<file path="src/rtl/adc_ctrl_pkg.sv">
`timescale 1ns/1ps
package adc_ctrl_pkg;

    localparam int unsigned DATA_W     = 16;
    localparam int unsigned CNV_PULSES = 17;

    typedef logic [DATA_W-1:0] sample_t;

    typedef enum logic {
        FMT_TWOS   = 1'b0,
        FMT_OFFSET = 1'b1
    } fmt_e;

    typedef enum logic {
        RATE_FAST = 1'b0,
        RATE_SLOW = 1'b1
    } rate_e;

    typedef struct packed {
        logic level;
        logic fall;
    } busy_ev_t;

    function automatic sample_t recode(sample_t raw, fmt_e fmt);
        sample_t res;
        res = raw;
        if (fmt == FMT_OFFSET) begin
            res[DATA_W-1] = ~raw[DATA_W-1];
        end
        return res;
    endfunction

endpackage

</file>
<file path="src/rtl/sample_rate_gen.sv">
`timescale 1ns/1ps
module sample_rate_gen
    import adc_ctrl_pkg::*;
#(
    parameter int unsigned DIV_FAST  = 128,
    parameter int unsigned DIV_SLOW  = 256,
    parameter int unsigned SAMPLE_HI = 8
) (
    input  logic  clk,
    input  logic  rst,
    input  rate_e rate,
    output logic  sample
);
    localparam int unsigned CW = $clog2(DIV_SLOW + 1);

    logic [CW-1:0] cnt_q;
    logic [CW-1:0] last_q;

    always_comb begin
        last_q = (rate == RATE_SLOW) ? CW'(DIV_SLOW - 1) : CW'(DIV_FAST - 1);
    end

    always_ff @(posedge clk) begin
        if (rst) begin
            cnt_q  <= '0;
            sample <= 1'b0;
        end else begin
            cnt_q  <= (cnt_q >= last_q) ? '0 : cnt_q + 1'b1;
            sample <= (cnt_q < CW'(SAMPLE_HI));
        end
    end
endmodule

</file>
<file path="src/rtl/cnv_clk_gen.sv">
`timescale 1ns/1ps
module cnv_clk_gen
    import adc_ctrl_pkg::*;
#(
    parameter int unsigned CLK_LO = 2,
    parameter int unsigned CLK_HI = 2
) (
    input  logic clk,
    input  logic rst,
    input  logic busy,
    output logic cnv_clk
);
    localparam int unsigned DIV = CLK_LO + CLK_HI;
    localparam int unsigned CW  = $clog2(DIV + 1);
    localparam int unsigned PW  = $clog2(CNV_PULSES + 1);

    logic [CW-1:0] div_q, div_nxt;
    logic [PW-1:0] rises_q;
    logic          done_q;
    logic          clk_nxt;

    always_comb begin
        div_nxt = (div_q == CW'(DIV - 1)) ? '0 : div_q + 1'b1;
        clk_nxt = (div_nxt >= CW'(CLK_LO));
    end

    always_ff @(posedge clk) begin
        if (rst || !busy) begin
            div_q   <= '0;
            rises_q <= '0;
            done_q  <= 1'b0;
            cnv_clk <= 1'b0;
        end else if (!done_q) begin
            div_q   <= div_nxt;
            cnv_clk <= clk_nxt;
            if (clk_nxt && !cnv_clk) begin
                rises_q <= rises_q + 1'b1;
            end
            if (!clk_nxt && cnv_clk && rises_q == PW'(CNV_PULSES)) begin
                done_q <= 1'b1;
            end
        end
    end
endmodule

</file>
<file path="src/rtl/result_capture.sv">
`timescale 1ns/1ps
module result_capture
    import adc_ctrl_pkg::*;
(
    input  logic    clk,
    input  logic    rst,
    input  logic    capture,
    input  sample_t raw,
    input  fmt_e    fmt,
    output sample_t result,
    output logic    valid
);
    always_ff @(posedge clk) begin
        if (rst) begin
            result <= '0;
            valid  <= 1'b0;
        end else begin
            valid <= capture;
            if (capture) begin
                result <= recode(raw, fmt);
            end
        end
    end
endmodule

</file>
<file path="src/rtl/conv_watchdog.sv">
`timescale 1ns/1ps
module conv_watchdog #(
    parameter int unsigned WD_LIMIT = 12288
) (
    input  logic clk,
    input  logic rst,
    input  logic sample,
    input  logic busy_fall,
    output logic timeout
);
    localparam int unsigned CW = $clog2(WD_LIMIT + 1);

    logic          sample_q;
    logic          run_q;
    logic [CW-1:0] cnt_q;

    always_ff @(posedge clk) begin
        if (rst) begin
            sample_q <= 1'b0;
            run_q    <= 1'b0;
            cnt_q    <= '0;
            timeout  <= 1'b0;
        end else begin
            sample_q <= sample;
            if (busy_fall) begin
                run_q <= sample;
                cnt_q <= '0;
            end else if (sample && !sample_q && !run_q) begin
                run_q <= 1'b1;
                cnt_q <= '0;
            end else if (run_q && cnt_q != CW'(WD_LIMIT)) begin
                cnt_q <= cnt_q + 1'b1;
            end
            if (run_q && !busy_fall && cnt_q == CW'(WD_LIMIT - 1)) begin
                timeout <= 1'b1;
            end
        end
    end
endmodule

</file>
<file path="src/rtl/adc_seq_ctrl.sv">
`timescale 1ns/1ps
module adc_seq_ctrl
    import adc_ctrl_pkg::*;
#(
    parameter int unsigned DIV_FAST    = 128,
    parameter int unsigned DIV_SLOW    = 256,
    parameter int unsigned SAMPLE_HI   = 8,
    parameter int unsigned CLK_LO      = 2,
    parameter int unsigned CLK_HI      = 2,
    parameter int unsigned SYNC_STAGES = 2,
    parameter int unsigned WD_LIMIT    = 12288
) (
    input  logic              clk,
    input  logic              rst,
    input  logic              cnv_busy_i,
    input  logic [DATA_W-1:0] cnv_data_i,
    input  logic              rate_sel_i,
    input  logic              fmt_sel_i,
    output logic              sample_o,
    output logic              cnv_clk_o,
    output logic [DATA_W-1:0] result_o,
    output logic              result_valid_o,
    output logic              timeout_o
);
    logic [SYNC_STAGES-1:0] sync_q;
    logic                   busy_last_q;
    logic                   busy_sync;
    busy_ev_t               busy_ev;

    always_ff @(posedge clk) begin
        if (rst) begin
            sync_q      <= '0;
            busy_last_q <= 1'b0;
        end else begin
            sync_q      <= {sync_q[SYNC_STAGES-2:0], cnv_busy_i};
            busy_last_q <= sync_q[SYNC_STAGES-1];
        end
    end

    always_comb begin
        busy_sync     = sync_q[SYNC_STAGES-1];
        busy_ev.level = busy_sync;
        busy_ev.fall  = busy_last_q && !busy_sync;
    end

    sample_rate_gen #(
        .DIV_FAST (DIV_FAST),
        .DIV_SLOW (DIV_SLOW),
        .SAMPLE_HI(SAMPLE_HI)
    ) rate_i (
        .clk   (clk),
        .rst   (rst),
        .rate  (rate_e'(rate_sel_i)),
        .sample(sample_o)
    );

    cnv_clk_gen #(
        .CLK_LO(CLK_LO),
        .CLK_HI(CLK_HI)
    ) ckgen_i (
        .clk    (clk),
        .rst    (rst),
        .busy   (busy_ev.level),
        .cnv_clk(cnv_clk_o)
    );

    result_capture cap_i (
        .clk    (clk),
        .rst    (rst),
        .capture(busy_ev.fall),
        .raw    (cnv_data_i),
        .fmt    (fmt_e'(fmt_sel_i)),
        .result (result_o),
        .valid  (result_valid_o)
    );

    conv_watchdog #(
        .WD_LIMIT(WD_LIMIT)
    ) wd_i (
        .clk      (clk),
        .rst      (rst),
        .sample   (sample_o),
        .busy_fall(busy_ev.fall),
        .timeout  (timeout_o)
    );
endmodule

</file>
<file path="config.mk">
export PLATFORM = sky130hd
export DESIGN_NAME = adc_seq_ctrl
export DESIGN_NICKNAME = d
export VERILOG_FILES = /design/src/rtl/adc_ctrl_pkg.sv /design/src/rtl/sample_rate_gen.sv /design/src/rtl/cnv_clk_gen.sv /design/src/rtl/result_capture.sv /design/src/rtl/conv_watchdog.sv /design/src/rtl/adc_seq_ctrl.sv
export SDC_FILE = /design/constraint.sdc
export NUM_CORES = 1
export LEC_CHECK = 0
export ABC_AREA = 1
export BUFFER_PORTS_ARGS = -buffer_cell sky130_fd_sc_hd__buf_4
export CORE_ASPECT_RATIO = 1.25
export CORE_MARGIN = 2
export CORE_UTILIZATION = 31
export DETAILED_ROUTE_END_ITERATION = 10
export PLACE_DENSITY_LB_ADDON = 0.25
export SLEW_MARGIN = 20
export SYNTH_ARGS = -nofsm -noshare
export SYNTH_HDL_FRONTEND = slang
export SYNTH_SLANG_ARGS = --single-unit
</file>
<file path="constraint.sdc">
create_clock -name clk -period 3.63 [get_ports clk]
set_input_delay 0.5445 -clock clk [delete_from_list [all_inputs] [get_ports clk]]
set_output_delay 0.5445 -clock clk [all_outputs]
set_load 0.02 [all_outputs]
</file>
==> results of run 1 <==
## metrics by stage
stage               power (mW)  utilization  setup slack [ps]  instance area (um2)
global route              1.40        0.391              1900                 3240
finish                    1.33        0.391              2110                 3240
detailed placement       0.746        0.366              1970                 3030
floorplan                0.714            -              2210                 2670
global placement         0.744        0.366              1990                 3030
CTS                       1.36        0.391              2080                 3240
## sequential cells by signal (all words and copies together) (netlist names)
| name | cells |
|---|---|
| rate_i.sample | 1 |
| rate_i.cnt_q | 9 |
| wd_i.run_q | 1 |
| busy_last_q | 1 |
| ckgen_i.rises_q | 5 |
| wd_i.timeout | 1 |
| wd_i.sample_q | 1 |
| sync_q | 2 |
| cap_i.result | 16 |
| ckgen_i.cnv_clk | 1 |
| wd_i.cnt_q | 14 |
| cap_i.valid | 1 |
| ckgen_i.div_q | 3 |
| ckgen_i.done_q | 1 |
## cell type report
cell class,count,area (um2),area share
timing repair buffer,40,300,0.0927
sequential,57,1140,0.352
clock inverter,4,51.3,0.0158
clock buffer,12,155,0.0479
inverter,40,150,0.0463
multi-input combinational,256,1320,0.407
tap,97,121,0.0375
## worst max-delay path: stages (launching register included)
cell     delay (ps)
dfxtp_1         320
inv_1           130
ha_1            170
nand2_1          80
nor2_4          130
nand2_4         100
nand2_4         180
inv_2           120
nand2_1         100
a21oi_2          50
## per-layer routing
| metal | GRT usage | part of all wire | wire length, um | up-vias |
|---|---|---|---|---|
| met1 | 0.154 | 0.47 | 2590 | 1022 |
| li1 | - | - | - | 1231 |
| met5 | 0 | 0 | 0 | - |
| met4 | 0.0636 | 0.015 | 81 | 0 |
| met3 | 0.0268 | 0.027 | 151 | 9 |
| met2 | 0.207 | 0.49 | 2700 | 23 |
## cells in the mapped netlist (all sizes together), types with 6 or more instances
cell type and n:
a21oi 22, buf 6, dfxtp 57, ha 8, inv 39, nand2 112, nand3 33, nand4 12
nor2 45, o21ai 6, xnor2 7
## report_power, final
| part | total (mW) | switching, mW | internal, mW |
|---|---|---|---|
| logic | 0.0827 | 0.0484 | 0.0343 |
| clock network | 0.603 | 0.248 | 0.354 |
| registers | 0.648 | 0.0102 | 0.638 |
| total | 1.33 | 0.307 | 1.03 |
## cell families (layout without fill, tap and decap cells)
group                      count (synthesis)  in the layout  share of synthesized area
adders and majority gates                  8              8                     0.0375
buffers and inverters                     48             96                     0.0770
AOI/OAI and AO/OA                         30             30                     0.0704
and+or+nand+nor                          207            207                      0.351
xor gates and xnor gates                  11             11                     0.0361
DFF                                       57             57                      0.428
## final timing paths
| check | cells after the start | to | start |
|---|---|---|---|
| max | 9 | wd_i.cnt_q[11] | wd_i.cnt_q[0] |
| min | 3 | cap_i.result[13] | cnv_data_i[13] |
| max reg2reg | 9 | wd_i.cnt_q[11] | wd_i.cnt_q[0] |
| min reg2reg | 2 | sync_q[1] | sync_q[0] |
==> reports/results.ini, run 1 <==
[clock_tree]
clockBufferDepth=2
postCtsSetupBuffers=0
cts_tree=yes
cts.clk_slew.worst_paths_ps=70
cts_resized=0
insertion_delay_ps=330
ctsHoldBuffers=0
htreeDepth=3
numCtsBuffers=9
clock-root-buffer=clkbuf_8
clkSinkCount=57

[finish]
fin_cells=506
final_common_cell=nand2_1
area_growth_pct=21.5
drive_above_1_share=0.215
fill_cells=851
finalNetCount=433
antenna_cells=0
final_cell_mix=101 x nand2_1, 57 x dfxtp_1, 40 x buf_4

[floorplan]
rows=37
die_x_um=87.0
design.die.area_mm2=0.00936
pin_count=41
die_height_um=108
coreArea_mm2=0.00829
start_util=0.322

[sta]
hold_viol=0
slew_violations=0
hold_slack_ps=398
rsz0062_at_grt=false
tightest_slew_ps=617
setup_viol=0
fmax_mhz=659
tns_ps=0
period_share=0.418
slew_headroom=0.588
fin_crit_ps=1520
clock_skew_ps=6.92

[worst_setup_path]
r2r_slack_ps=2110
crit_path_end_kind=flop
crit_type=reg -> reg
cp.required_ps=3830
worstPathMaxFanout=12
arrival_ps=1720
setup.worst_path.start_class=flop

[grt]
grt_pass1_vias=2183
grt_usage=0.126
grt_pass1_wl_um=9440
antenna_found_initial=0
gr-total-overflow=0
grt_max_degree=20

[placed_design]
dp_hpwl_um=4010
io_buffers=40
dp.cells=490
place.gp.congestion=0.764

[run_status]
status=completed

[drt]
avgViaCountPerCell=4.52
num_vias=2285
drc=0
wl_um=5520
drtPass1Iterations=4
drt.antenna.violating_nets=0
post_drt_wl_per_cell_um=10.9
first_iter_violations=160

[logic_synthesis]
yosysWarnings=0
synthCells=361
synthArstFlopShare=0
yosysTopAreaCellShare=0.428
yosys.area.top_type=dfxtp_1
yosys_most_used_dff=dfxtp_1
ys_seq_elements=57
syn_area_mm2=0.00267
syn_area_per_cell_um2=7.39
synth_area_leaders=dfxtp_1 43%, nand2_1 14%, nand3_1 6.2%, nor2_1 5.1%, inv_1 4.9%
synth.distinct_cells=26
synth-edff-count=0
syn-num-nets=390
yosysSeqAreaShare=0.428

[flow_run]
maxCapViolations=0

[pwr]
power.leakage_nw=1.38
peakVddDrop_v=0.000201
p_per_area_mw_per_mm2=412

[hold_path]
hold_path_class=in -> reg

Note: power is estimated with default switching activity, not from simulation.
==> run 2, diff against run 1 <==
==> constraint.sdc (replaced) <==
create_clock -name clk -period 1.5 [get_ports clk]
set_input_delay 0.225 -clock clk [delete_from_list [all_inputs] [get_ports clk]]
set_output_delay 0.225 -clock clk [all_outputs]
set_load 0.02 [all_outputs]
==> reports/results.ini, run 2 (synthesis results as in run 1) <==
[sta]
setup_viol=0  ; unchanged
slew_headroom=0.809  ; +0.221
clock_skew_ps=4.88  ; -2.04 ps
rsz0062_at_grt=false
period_share=0.908  ; +0.490
tightest_slew_ps=286  ; -331 ps
fin_crit_ps=1360  ; -154 ps
hold_viol=0  ; unchanged
tns_ps=0  ; unchanged
fmax_mhz=734  ; +11%
slew_violations=0  ; unchanged

[grt]
antenna_found_initial=0  ; unchanged
grt_usage=0.126  ; about the same
grt_pass1_wl_um=9440  ; unchanged
grt_pass1_vias=2146  ; -1.7%
gr-total-overflow=0  ; unchanged
grt_max_degree=17  ; -15%

[finish]
regMostFlops=cap_i.result
final_common_cell=nand2_1
fin_cells=515  ; +1.8%
drive_above_1_share=0.239  ; +0.0241
largest_reg_flops=16  ; unchanged
final_cell_mix=101 x nand2_1, 56 x dfxtp_1, 50 x buf_4
fill_cells=853  ; +0.24%
finalNetCount=443  ; +2.3%
multi_input_area_mm2=0.00133  ; +0.38%
final_util=0.400  ; +0.00906
largestRegisters=cap_i.result x16, wd_i.cnt_q x14, rate_i.cnt_q x9
area_growth_pct=24.3
antenna_cells=0  ; unchanged
regArea_mm2=0.00114  ; +0.11%

[clock_tree]
cts_tree=yes
insertion_delay_ps=320  ; about the same
numCtsBuffers=9  ; unchanged
clock-root-buffer=clkbuf_8
clkSinkCount=57  ; unchanged
htreeDepth=3  ; unchanged
clockBufferDepth=2  ; unchanged
cts.clk_slew.worst_paths_ps=70  ; about the same

[floorplan]
coreArea_mm2=0.00829  ; unchanged
die_height_um=108  ; unchanged
start_util=0.322  ; unchanged
die_x_um=87.0  ; unchanged
pin_count=41  ; unchanged
design.die.area_mm2=0.00936  ; unchanged
rows=37  ; unchanged

[worst_setup_path]
cp_top_family=simple AND/OR/NAND/NOR gates
worstPathMaxFanout=12  ; unchanged
slowest_delay_ps=320  ; about the same
crit_type=reg -> reg
crit_path_end_kind=flop
crit_chain=inv_1, ha_1, nand2_1, nor2_4, nand2_4, nand2_4, inv_6, nand2_1, a21oi_2
arrival_ps=1560  ; -160 ps
cp_num_buf_inv=2  ; unchanged
cpMaxStageDelayCell=dfxtp_1
setup.worst_path.start_class=flop
cp.required_ps=1700  ; -2130 ps

[drt]
drt.antenna.violating_nets=0  ; unchanged
wl_um=5570  ; +0.80%
first_iter_violations=95  ; -41%
avgViaCountPerCell=4.55  ; +0.79%
post_drt_wl_per_cell_um=10.8  ; -0.96%
num_vias=2344  ; +2.6%
drc=0  ; unchanged
drtPass1Iterations=4  ; unchanged

[placed_design]
io_buffers=40  ; unchanged
place.gp.congestion=0.758  ; -0.81%
dp_hpwl_um=4130  ; +3.0%
dp.cells=500  ; +2.0%

[hold_path]
hold_path_class=in -> reg

[pwr]
peakVddDrop_v=0.000509  ; +150%
power.leakage_nw=1.42  ; +3.4%
p_per_area_mw_per_mm2=964  ; +130%

[run_status]
status=completed

[flow_run]
maxCapViolations=0  ; unchanged

[run 2: layer usage]
metal / global-route usage / up-vias / wire length, um / share of wire
met5: 0 / - / 0 / 0
met4: 0.0446 / 0 / 69 / 0.012
met3: 0.0368 / 9 / 166 / 0.030
met2: 0.213 / 32 / 2810 / 0.50
met1: 0.150 / 1051 / 2520 / 0.45
li1: - / 1252 / - / -
[run 2: path summary, 6_finish.rpt]
check | start | endpoint | slack (ps) | cells after the start
worst min-delay path | cnv_data_i[12] | cap_i.result[12] | 80 | 3
worst max register to register | wd_i.cnt_q[0] | wd_i.cnt_q[1] | 140 | 9
worst max-delay path | wd_i.cnt_q[0] | wd_i.cnt_q[1] | 140 | 9
worst min register to register | sync_q[0] | sync_q[1] | 400 | 2
[run 2: final cells by class]
type / instances / area share
flip-flops and latches: 57 / 0.345
inverters: 40 / 0.0468
clock buffers: 12 / 0.0468
multi-input cells: 256 / 0.400
repair buffers: 50 / 0.113
clock inverters: 3 / 0.0121
well taps: 97 / 0.0366
[run 2: worst register-to-register path: stages (launching register included)]
cell and delay [ps]:
dfxtp_1 320, inv_1 130, ha_1 160, nand2_1 80, nor2_4 120, nand2_4 60, nand2_4 170, inv_6 70
nand2_1 80, a21oi_2 50
[run 2: power by group]
part           switching [mW]  internal (mW)
Combinational           0.123         0.0903
Clock                   0.577          0.844
Sequential             0.0170           1.54
Total                   0.717           2.48
[run 2: through the flow]
stage	setup slack, ps	hold slack [ps]	area (um2)	total power, mW
final	138	83.3	3310	3.19
after CTS	79.2	73.3	3300	3.23
after floorplan	208	328	2670	1.73
after global routing	13.7	70.7	3310	3.34
after detailed placement	86.8	395	3110	1.81
after global placement	121	390	3110	1.80
[run 2: what timing repair did]
item | in CTS | in global routing
buffers inserted | 0 | 0
hold buffers | 0 | 0
gates resized for setup | 0 | 5
endpoints found under the setup margin | 0 | 10
hold endpoints to repair | 0 | 0
==> run 3, diff against run 2 <==
--- a/config.mk
+++ b/config.mk
@@ -12,6 +12,7 @@
 export CORE_UTILIZATION = 31
 export DETAILED_ROUTE_END_ITERATION = 10
 export PLACE_DENSITY_LB_ADDON = 0.25
+export RECOVER_POWER = 25
 export SLEW_MARGIN = 20
 export SYNTH_ARGS = -nofsm -noshare
 export SYNTH_HDL_FRONTEND = slang
==> reports/results.ini, run 3 (synthesis results as in run 1) <==
[pwr]
peakVddDrop_v=0.000495  ; -2.6%
finalPower_mw=3.19  ; -0.15%
seq_power_share=0.489  ; about the same
pwr-share-comb=0.065  ; -0.002
p_sw_uw=717  ; +0.12%
power.leakage_nw=1.39  ; -2.6%
switching_share=0.225  ; +0.000593
internal_power_mw=2.47  ; -0.22%
clockPowerShare=0.446  ; about the same
p_per_area_mw_per_mm2=974  ; +1.0%

[flow_run]
maxCapViolations=0  ; unchanged

[floorplan]
start_util=0.322  ; unchanged
die_x_um=87.0  ; unchanged
rows=37  ; unchanged
design.die.area_mm2=0.00936  ; unchanged
pin_count=41  ; unchanged
coreArea_mm2=0.00829  ; unchanged
die_height_um=108  ; unchanged

[clock_tree]
insertion_delay_ps=320  ; about the same
clock-root-buffer=clkbuf_8
numCtsBuffers=9  ; unchanged
cts.clk_slew.worst_paths_ps=60  ; about the same
clkSinkCount=57  ; unchanged
cts_tree=yes
htreeDepth=3  ; unchanged
clockBufferDepth=2  ; unchanged

[drt]
avgViaCountPerCell=4.56  ; +0.17%
num_vias=2348  ; +0.17%
drt.antenna.violating_nets=0  ; unchanged
first_iter_violations=89  ; -6.3%
wl_um=5580  ; +0.18%
drtPass1Iterations=4  ; unchanged
drc=0  ; unchanged
post_drt_wl_per_cell_um=10.8  ; +0.18%

[worst_setup_path]
crit_path_end_kind=flop
setup.worst_path.start_class=flop
arrival_ps=1560  ; about the same
setup.worst_path.start=wd_i.cnt_q[0]
r2r_start=wd_i.cnt_q[0]
worstPathMaxFanout=12  ; unchanged
crit_type=reg -> reg
cp.required_ps=1700  ; about the same

[finish]
finalNetCount=443  ; unchanged
regMostFlops=cap_i.result
drive_above_1_share=0.213  ; -0.0263
largestRegisters=cap_i.result x16, wd_i.cnt_q x14, rate_i.cnt_q x9
fill_cells=863  ; +1.2%
final_common_cell=nand2_1
multi_input_area_mm2=0.00132  ; -0.19%
largest_reg_flops=16  ; unchanged
antenna_cells=0  ; unchanged
fin_cells=515  ; unchanged
regArea_mm2=0.00114  ; unchanged
area_growth_pct=22.9
final_cell_mix=101 x nand2_1, 56 x dfxtp_1, 40 x buf_4

[sta]
period_share=0.908  ; about the same
hold_viol=0  ; unchanged
fmax_mhz=734  ; about the same
setup_ws_ps=138  ; +0.0150 ps
fin_crit_ps=1360  ; -0.0150 ps
slew_violations=0  ; unchanged
setup_viol=0  ; unchanged
clock_skew_ps=4.80  ; -0.0820 ps
hold_slack_ps=84.6  ; +1.35 ps
tns_ps=0  ; unchanged
rsz0062_at_grt=false
slew_headroom=0.745  ; -0.0641
tightest_slew_ps=382  ; +96.6 ps

[placed_design]
io_buffers=40  ; unchanged
dp_hpwl_um=4130  ; unchanged
place.gp.congestion=0.758  ; unchanged
dp.cells=500  ; unchanged
dp_slack_ps=86.8  ; unchanged

[grt]
grt_pass1_wl_um=9440  ; unchanged
grt_usage=0.126  ; unchanged
antenna_found_initial=0  ; unchanged
gr-total-overflow=0  ; unchanged
grt_pass1_vias=2146  ; unchanged
grt_max_degree=17  ; unchanged

[hold_path]
min_from=cnv_data_i[1]
hold_path_class=in -> reg

[run_status]
status=completed

-- run 3: cell types whose count changed in the layout (fill, tap and decap cells not counted) --
cell | previous run | this run
nor2_1 | 35 | 36
nor2_2 | 7 | 6
inv_2 | 3 | 2
clkbuf_1 | 1 | 10
buf_4 | 50 | 40
inv_1 | 35 | 36
clkbuf_2 | 0 | 1
-- run 3: critical path, cell delays in order (launching register included) --
cell and delay, ps:
dfxtp_1 320, inv_1 130, ha_1 160, nand2_1 80
nor2_4 120, nand2_4 60, nand2_4 170, inv_6 70
nand2_1 80, a21oi_2 50
-- run 3: repair_timing --
item,CTS,global route
hold buffers,0,0
endpoints found under the setup margin,0,10
gates resized for setup,0,5
setup buffers,0,0
-- run 3: layer usage --
metal,vias up,part of all wire,GRT usage
met3,9,0.030,0.0368
met1,1053,0.45,0.150
met2,34,0.50,0.213
li1,1252,-,-
met5,-,0,0
met4,0,0.012,0.0446
-- run 3: final cells by class --
| class | count | share of cell area |
|---|---|---|
| tap | 97 | 0.0371 |
| timing repair buffer | 50 | 0.104 |
| sequential | 57 | 0.349 |
| clock inverter | 3 | 0.0122 |
| inverter | 40 | 0.0474 |
| clock buffer | 12 | 0.0474 |
| multi-input combinational | 256 | 0.404 |
-- run 3: final timing paths --
path	endpoint	slack, ps	cells past startpoint
worst max-delay path	wd_i.cnt_q[1]	140	9
worst min-delay path	cap_i.result[1]	80	3
worst max register to register	wd_i.cnt_q[1]	140	9
worst min register to register	sync_q[1]	400	2
-- run 3: metrics by stage --
step                cell area (um2)   util
floorplan                      2670      -
global placement               3110  0.375
detailed placement             3110  0.375
CTS                            3300  0.399
global route                   3280  0.395
finish                         3280  0.395
-- run 3: power groups by stage --
| stage | combinational (mW) | clock, mW | sequential [mW] |
|---|---|---|---|
| floorplan | 0.124 | 0 | 1.60 |
| global placement | 0.212 | 0 | 1.59 |
| detailed placement | 0.215 | 0 | 1.59 |
| CTS | 0.215 | 1.46 | 1.56 |
| global route | 0.232 | 1.54 | 1.56 |
| finish | 0.207 | 1.42 | 1.56 |
